==> src/rtl/adv_load_pkg.sv <==
package adv_load_pkg;

  typedef enum logic {
    CHK_RELOAD  = 1'b0,
    CHK_RECOVER = 1'b1
  } chk_mode_e;

  // size code -> byte count (1, 2, 4, 8)
  function automatic logic [3:0] size_bytes(input logic [1:0] code);
    size_bytes = 4'd1 << code;
  endfunction

endpackage

==> src/rtl/adv_load_overlap.sv <==
module adv_load_overlap
  import adv_load_pkg::*;
#(
  parameter int ADDR_W = 32
) (
  input  logic [ADDR_W-1:0] a_addr_i,
  input  logic [1:0]        a_size_i,
  input  logic [ADDR_W-1:0] b_addr_i,
  input  logic [1:0]        b_size_i,
  output logic              overlap_o
);

  localparam int EXT_W = ADDR_W + 1;

  logic [EXT_W-1:0] a_lo, a_hi, b_lo, b_hi;

  // one extra bit so a range ending at the top of memory does not wrap
  always_comb begin
    a_lo      = {1'b0, a_addr_i};
    b_lo      = {1'b0, b_addr_i};
    a_hi      = a_lo + EXT_W'(size_bytes(a_size_i));
    b_hi      = b_lo + EXT_W'(size_bytes(b_size_i));
    overlap_o = (a_lo < b_hi) && (b_lo < a_hi);
  end

endmodule

==> src/rtl/adv_load_set.sv <==
module adv_load_set
  import adv_load_pkg::*;
#(
  parameter int REG_W  = 7,
  parameter int ADDR_W = 32,
  parameter int KIND_W = 2,
  parameter int WAYS   = 2
) (
  input  logic                  clk,
  input  logic                  rst_n,
  input  logic                  clear_i,
  input  logic                  alloc_en_i,
  input  logic [REG_W-1:0]      al_reg_i,
  input  logic [1:0]            al_size_i,
  input  logic [KIND_W-1:0]     al_kind_i,
  input  logic [ADDR_W-1:0]     al_addr_i,
  input  logic                  st_valid_i,
  input  logic [ADDR_W-1:0]     st_addr_i,
  input  logic [1:0]            st_size_i,
  input  logic [REG_W-1:0]      lk_reg_i,
  output logic                  lk_hit_o,
  output logic [1:0]            lk_size_o,
  output logic [KIND_W-1:0]     lk_kind_o,
  output logic [WAYS-1:0]       vld_o,
  output logic [WAYS*REG_W-1:0] tag_o
);

  localparam int WAY_W = (WAYS > 1) ? $clog2(WAYS) : 1;
  localparam logic [WAY_W-1:0] LAST_WAY = WAY_W'(WAYS - 1);

  logic [WAYS-1:0]   vld_q, vld_d;
  logic [REG_W-1:0]  tag_q  [WAYS];
  logic [1:0]        size_q [WAYS];
  logic [KIND_W-1:0] kind_q [WAYS];
  logic [ADDR_W-1:0] addr_q [WAYS];
  logic [WAY_W-1:0]  rr_q, rr_d;

  logic [WAYS-1:0] ovl, kill, alive, same, lk_match, wr;
  logic [WAY_W-1:0] victim;
  logic             use_rr;

  for (genvar w = 0; w < WAYS; w++) begin : g_way
    adv_load_overlap #(.ADDR_W(ADDR_W)) u_ovl (
      .a_addr_i  (addr_q[w]),
      .a_size_i  (size_q[w]),
      .b_addr_i  (st_addr_i),
      .b_size_i  (st_size_i),
      .overlap_o (ovl[w])
    );

    assign kill[w]     = st_valid_i & vld_q[w] & ovl[w];
    assign alive[w]    = vld_q[w] & ~kill[w];
    assign same[w]     = vld_q[w] & (tag_q[w] == al_reg_i);
    assign lk_match[w] = alive[w] & ~clear_i & (tag_q[w] == lk_reg_i);
    assign wr[w]       = alloc_en_i & ~clear_i & (victim == WAY_W'(w));

    assign tag_o[w*REG_W +: REG_W] = tag_q[w];

    // payload registers: clock-enabled, no reset needed (qualified by valid)
    always_ff @(posedge clk) begin
      if (wr[w]) begin
        tag_q[w]  <= al_reg_i;
        size_q[w] <= al_size_i;
        kind_q[w] <= al_kind_i;
        addr_q[w] <= al_addr_i;
      end
    end
  end

  // victim choice: matching tag, else lowest free way, else round-robin
  always_comb begin
    victim = rr_q;
    use_rr = ~(|same) & (&alive);
    for (int w = WAYS - 1; w >= 0; w--) begin
      if (!alive[w]) victim = WAY_W'(w);
    end
    for (int w = WAYS - 1; w >= 0; w--) begin
      if (same[w]) victim = WAY_W'(w);
    end
  end

  always_comb begin
    if (clear_i) begin
      vld_d = '0;
      rr_d  = '0;
    end else begin
      vld_d = alive | wr;
      rr_d  = rr_q;
      if (alloc_en_i && use_rr) begin
        rr_d = (rr_q == LAST_WAY) ? '0 : rr_q + 1'b1;
      end
    end
  end

  always_ff @(posedge clk or negedge rst_n) begin
    if (!rst_n) begin
      vld_q <= '0;
      rr_q  <= '0;
    end else begin
      vld_q <= vld_d;
      rr_q  <= rr_d;
    end
  end

  always_comb begin
    lk_hit_o  = |lk_match;
    lk_size_o = '0;
    lk_kind_o = '0;
    for (int w = 0; w < WAYS; w++) begin
      if (lk_match[w]) begin
        lk_size_o = lk_size_o | size_q[w];
        lk_kind_o = lk_kind_o | kind_q[w];
      end
    end
  end

  assign vld_o = vld_q;

endmodule

==> src/rtl/adv_load_tracker.sv <==
module adv_load_tracker
  import adv_load_pkg::*;
#(
  parameter int REG_W   = 7,
  parameter int ADDR_W  = 32,
  parameter int KIND_W  = 2,
  parameter int ENTRIES = 16,
  parameter int WAYS    = 2
) (
  input  logic              clk,
  input  logic              rst_n,
  input  logic              clear_i,
  input  logic              al_valid_i,
  input  logic [REG_W-1:0]  al_reg_i,
  input  logic [1:0]        al_size_i,
  input  logic [KIND_W-1:0] al_kind_i,
  input  logic [ADDR_W-1:0] al_addr_i,
  input  logic              st_valid_i,
  input  logic [ADDR_W-1:0] st_addr_i,
  input  logic [1:0]        st_size_i,
  input  logic              chk_valid_i,
  input  logic [REG_W-1:0]  chk_reg_i,
  input  logic              chk_mode_i,
  output logic              chk_hit_o,
  output logic              chk_reload_o,
  output logic              chk_recover_o,
  output logic [1:0]        chk_size_o,
  output logic [KIND_W-1:0] chk_kind_o
);

  localparam int SETS  = ENTRIES / WAYS;
  localparam int IDX_W = (SETS > 1) ? $clog2(SETS) : 1;

  logic              set_hit  [SETS];
  logic [1:0]        set_size [SETS];
  logic [KIND_W-1:0] set_kind [SETS];

  logic [SETS*WAYS-1:0]       all_vld;
  logic [SETS*WAYS*REG_W-1:0] all_tag;

  logic [IDX_W-1:0] al_idx, chk_idx;
  assign al_idx  = al_reg_i[IDX_W-1:0];
  assign chk_idx = chk_reg_i[IDX_W-1:0];

  for (genvar s = 0; s < SETS; s++) begin : g_set
    logic alloc_en;
    assign alloc_en = al_valid_i & (al_idx == IDX_W'(s));

    adv_load_set #(
      .REG_W (REG_W),
      .ADDR_W(ADDR_W),
      .KIND_W(KIND_W),
      .WAYS  (WAYS)
    ) u_set (
      .clk       (clk),
      .rst_n     (rst_n),
      .clear_i   (clear_i),
      .alloc_en_i(alloc_en),
      .al_reg_i  (al_reg_i),
      .al_size_i (al_size_i),
      .al_kind_i (al_kind_i),
      .al_addr_i (al_addr_i),
      .st_valid_i(st_valid_i),
      .st_addr_i (st_addr_i),
      .st_size_i (st_size_i),
      .lk_reg_i  (chk_reg_i),
      .lk_hit_o  (set_hit[s]),
      .lk_size_o (set_size[s]),
      .lk_kind_o (set_kind[s]),
      .vld_o     (all_vld[s*WAYS +: WAYS]),
      .tag_o     (all_tag[s*WAYS*REG_W +: WAYS*REG_W])
    );
  end

  logic              hit_d, reload_d, recover_d;
  logic [1:0]        size_d;
  logic [KIND_W-1:0] kind_d;

  always_comb begin
    hit_d     = chk_valid_i & set_hit[chk_idx];
    reload_d  = chk_valid_i & ~hit_d & (chk_mode_e'(chk_mode_i) == CHK_RELOAD);
    recover_d = chk_valid_i & ~hit_d & (chk_mode_e'(chk_mode_i) == CHK_RECOVER);
    size_d    = hit_d ? set_size[chk_idx] : '0;
    kind_d    = hit_d ? set_kind[chk_idx] : '0;
  end

  always_ff @(posedge clk or negedge rst_n) begin
    if (!rst_n) begin
      chk_hit_o     <= 1'b0;
      chk_reload_o  <= 1'b0;
      chk_recover_o <= 1'b0;
      chk_size_o    <= '0;
      chk_kind_o    <= '0;
    end else begin
      chk_hit_o     <= hit_d;
      chk_reload_o  <= reload_d;
      chk_recover_o <= recover_d;
      chk_size_o    <= size_d;
      chk_kind_o    <= kind_d;
    end
  end

endmodule

==> config.mk <==
export PLATFORM = sky130hd
export DESIGN_NAME = adv_load_tracker
export DESIGN_NICKNAME = d
export VERILOG_FILES = /design/src/rtl/adv_load_pkg.sv /design/src/rtl/adv_load_overlap.sv /design/src/rtl/adv_load_set.sv /design/src/rtl/adv_load_tracker.sv
export SDC_FILE = /design/constraint.sdc
export NUM_CORES = 2
export LEC_CHECK = 0
export BUFFER_PORTS_ARGS = -buffer_cell sky130_fd_sc_hd__buf_2
export CAP_MARGIN = 20
export CORE_ASPECT_RATIO = 0.75
export CORE_UTILIZATION = 55
export DETAILED_ROUTE_END_ITERATION = 16
export GPL_TIMING_DRIVEN = 0
export PLACE_DENSITY = 0.69
export SKIP_CTS_REPAIR_TIMING = 1
export SYNTH_ARGS = -nofsm -noshare
export SYNTH_HDL_FRONTEND = slang
export SYNTH_SLANG_ARGS = --single-unit
==> constraint.sdc <==
create_clock -name clk -period 14.05 [get_ports clk]
set_clock_uncertainty 0.05 [all_clocks]
set_input_delay 0.7025 -clock clk [delete_from_list [all_inputs] [get_ports clk]]
set_output_delay 0.7025 -clock clk [all_outputs]
set_load 0.05 [all_outputs]
==> metrics.md <==
| Metric | Value |
|---|---|
| Outcome | `completed` |
| Synth Area in XOR/XNOR | `11.17%` |
| Final Hold Viols | `0` |
| Worst path most repeated cell | `o21ai_0` |
| Largest family of logic cells by synthesized area | `adder cells` |
| Design Area, Final | `64670 sq um` |
| Crit-path slowest cell | `a2111oi_0` |
| Area grow syn2layout | `11.31%` |
| Clock power share | `42.3%` |
| Sw frac | `27.61%` |
| Leading area contributor after synthesis | `edfxtp_1` |
| Worst slew margin | `18.54%` |
| # fillers | `8331` |
| CP Max Fanout | `25` |
| EDFF count, synth | `688` |
| Via Count | `47880` |
| Fin. max-slew vios | `0` |
| Grt total ovfl | `0` |
| R2R depth | `24` |
| Number of max-cap violations | `0` |
| Power, Total | `5437 uW` |
| Fmax | `116.0 MHz` |
| Psw | `1501 uW` |
| Critical Path End Type | `register` |
| Die X | `377.3 um` |
| Register-to-register setup slack | `6.08 ns` |
| Worst-skew pair later-pin latency | `0.73 ns` |
| Primary FF master, synth | `edfxtp_1` |
| Syn Area/Cell | `10.58 sq um` |
| Final setup fails | `0` |
| Worst-Margin Slew | `1.213 ns` |
| Most frequent cell after synthesis | `ha_1` |
| Initial antenna violation count | `12` |
| Synth Area in Simple Gates | `15.30%` |
| CP Data Required Time | `14.40 ns` |
| Crit path DAT | `8.97 ns` |
| Comb pwr share | `13.9%` |
| Drc violations | `0` |
| CTS root buf | `clkbuf_16` |
| Total die area | `106900 sq um` |
| Wire per inst | `27.84 um` |
| Power density over cell area | `84.07 nW/um^2` |
| Cell Area, Synth | `58100 sq um` |
| Core area | `104000 sq um` |
| Setup CP Type | `in -> reg` |
| Initial Util | `55.85%` |
| Die Y | `283.5 um` |
| Routed wire length | `200600 um` |
| VDD IR max | `105.7 uV` |
| Compound-cell area share of the yosys netlist | `12.22%` |
| Clk sinks | `719` |
| Global placer's final weighted congestion | `0.9614` |
| Post-synth top area share | `35.56%` |
| Ranking of synthesized cells by area | `edfxtp_1 36%, ha_1 23%, xor2_1 6.3%` |
| Post-synthesis mux area share | `0%` |
| LEAKAGE | `0.02507 uW` |
| Ports | `98` |
| Vias per cell | `6.646` |
| # nets final | `6895` |
| RSZ-0062 raised after global routing | `false` |
| Gate count of the mapped netlist | `5493` |
| Fraction of layout instances using a drive strength above 1 | `6.079%` |
| Worst hold-check path type | `in -> async` |
| CTS Buf Count | `80` |
| Unique masters post-synth | `83` |
| Post-synthesis adder-cell area fraction | `23.41%` |
| Final worst-path cycle share | `61.38%` |
| Post-synth ARST share | `4.312%` |
| Seq/Total Area, Yosys | `36.90%` |
| Critical Path Start Type | `input port` |
| HPWL Detailed | `149400 um` |
| Clk buf depth | `3` |
| Clk slew on worst S/H paths | `0.06 ns` |
| Crit-path cells | `buf_2 > ha_1 > a21oi_1 > nor2b_1 > o21ai_0 > buf_4 > nor4_1 > nand4_1 > nor2_1 > nand3_1 > xor2_4 > ha_1 > nand3_1 > nand2_1 > a21oi_1 > o21ai_0 > a2111oi_0 > nor2_1 > o21ai_0 > o21ai_0 > a21oi_4 > buf_12` |
| Antenna-violating nets left | `0` |
| Yosys warnings | `0` |
| Number of global-route vias before repair | `46780` |
| Row count | `102` |
| Syn_nets | `6661` |
| Placed cell area | `61800 sq um` |
| Flop pwr share | `43.8%` |
| GRT Total Usage | `37.03%` |
| Largest net degree at the start of global routing | `34` |
| First DRT Iteration DRCs | `5185` |
| CTS tree | `built` |
| Period minus WS final | `8.624 ns` |
| H-tree levels | `3` |
| Drt pass-1 iters | `6` |
| Crit-path max cell delay | `0.97 ns` |
| I/O Buffers | `89` |
| Top cells by count, synth | `1060 x ha_1, 688 x edfxtp_1, 420 x xor2_1, 395 x nand2_1, 392 x a21oi_1` |
| First-pass GRT wire length | `291800 um` |
| Int Pwr | `3936 uW` |
| Seq cells post-synth | `719` |
## cells by family after synthesis
kind of cell,after synthesis
AO/OA/AOI/OAI,1110
XOR/XNOR,741
adder cells (fa/ha/maj),1077
buffers and inverters,151
flip-flops,719
AND/OR/NAND/NOR,1695
## cell type report
type | count | area, sq um | share of cell area, %
antenna | 10 | 25.02 | 0.03870
buffer | 61 | 240.2 | 0.3715
clock buffer | 98 | 2069 | 3.200
clock inverter | 47 | 738.2 | 1.142
inverter | 90 | 337.8 | 0.5224
multi-input combinational | 4623 | 36670 | 56.70
sequential | 719 | 21440 | 33.15
tap | 1404 | 1757 | 2.717
timing repair buffer | 152 | 1396 | 2.159
## worst max-delay path: cells and delay by family
family,cells,cell delay (ns)
compound gates,8,3.26
simple gates,8,2.06
buf+inv,3,1.16
xor+xnor,1,0.90
fa+ha+maj,2,0.78
## routing by layer
| layer | part of all wire (%) | up-vias | global-route usage (%) |
|---|---|---|---|
| met4 | 5.6 | 4 | 18.45 |
| met5 | 0.015 | - | 0 |
| met2 | 44 | 2381 | 57.33 |
| met1 | 40 | 23240 | 49.19 |
| li1 | - | 21700 | - |
| met3 | 11 | 558 | 7.630 |
## per-stage QoR
step	TNS, ns	utilization (%)	hold slack [ns]	setup WS [ns]	cells
2_1_floorplan	0	-	0.3569	5.576	5493
3_3_place_gp	-78.47	57.97	0.4787	-1.743	6986
3_5_place_dp	0	59.42	0.4907	5.001	7046
4_1_cts	0	62.12	0.05994	5.710	7191
5_1_grt	0	62.15	0.1036	5.363	7194
6_report	0	62.17	0.05346	5.426	7204
## flip-flops by register name, indices dropped and copies added, names as in the netlist
signal and cells:
chk_kind_o 2, g_set.u_set.rr_q 8, chk_size_o 2, g_set.u_set.addr_q 512
g_set.u_set.vld_o 16, g_set.u_set.tag_q 112, chk_reload_o 1, g_set.u_set.size_q 32
chk_hit_o 1, g_set.u_set.kind_q 32, chk_recover_o 1
## power groups by stage
stage	Sequential, uW	Combinational [uW]	Clock (uW)
after floorplan	2430	389	0
after global placement	2430	673	0
after detailed placement	2430	729	0
after CTS	2380	734	2310
after global routing	2380	816	2390
final	2380	755	2300
## worst paths after layout
| kind | to | from |
|---|---|---|
| max in group asynchronous | chk_kind_o[0]$_DFF_PN0_ | rst_n |
| max | g_set[7].u_set.size_q[0][1]$_DFFE_PP_ | st_addr_i[2] |
| min in group clk | chk_reload_o$_DFF_PN0_ | chk_mode_i |
| min | g_set[0].u_set.vld_o[1]$_DFF_PN0_ | rst_n |
| max reg2reg | g_set[0].u_set.addr_q[0][0]$_DFFE_PP_ | g_set[0].u_set.size_q[0][0]$_DFFE_PP_ |
| min reg2reg | g_set[0].u_set.rr_q$_DFFE_PN0P_ | g_set[0].u_set.rr_q$_DFFE_PN0P_ |
## cell usage in the layout, fill, tap and decap left out, drive strengths merged, types with 12 or more instances in the layout
master	instances
ha	1060
edfxtp	688
xor2	420
nand2	396
a21oi	392
xnor2	321
nand4	276
nor2	265
nand3	239
o21ai	206
buf	164
a21o	150
clkbuf	146
and3	98
inv	92
and4	81
nor2b	81
nor3	71
nor4	55
a211oi	53
and2	43
o211ai	32
dfrtp	31
o21a	29
a221oi	26
clkinv	26
o21bai	22
o2111ai	21
or3	19
a221o	19
a31oi	18
o22ai	18
nor3b	18
fa	17
nand2b	15
bufinv	14
a2111oi	13
o211a	12
No activity file was read; power rests on OpenSTA's default activity.
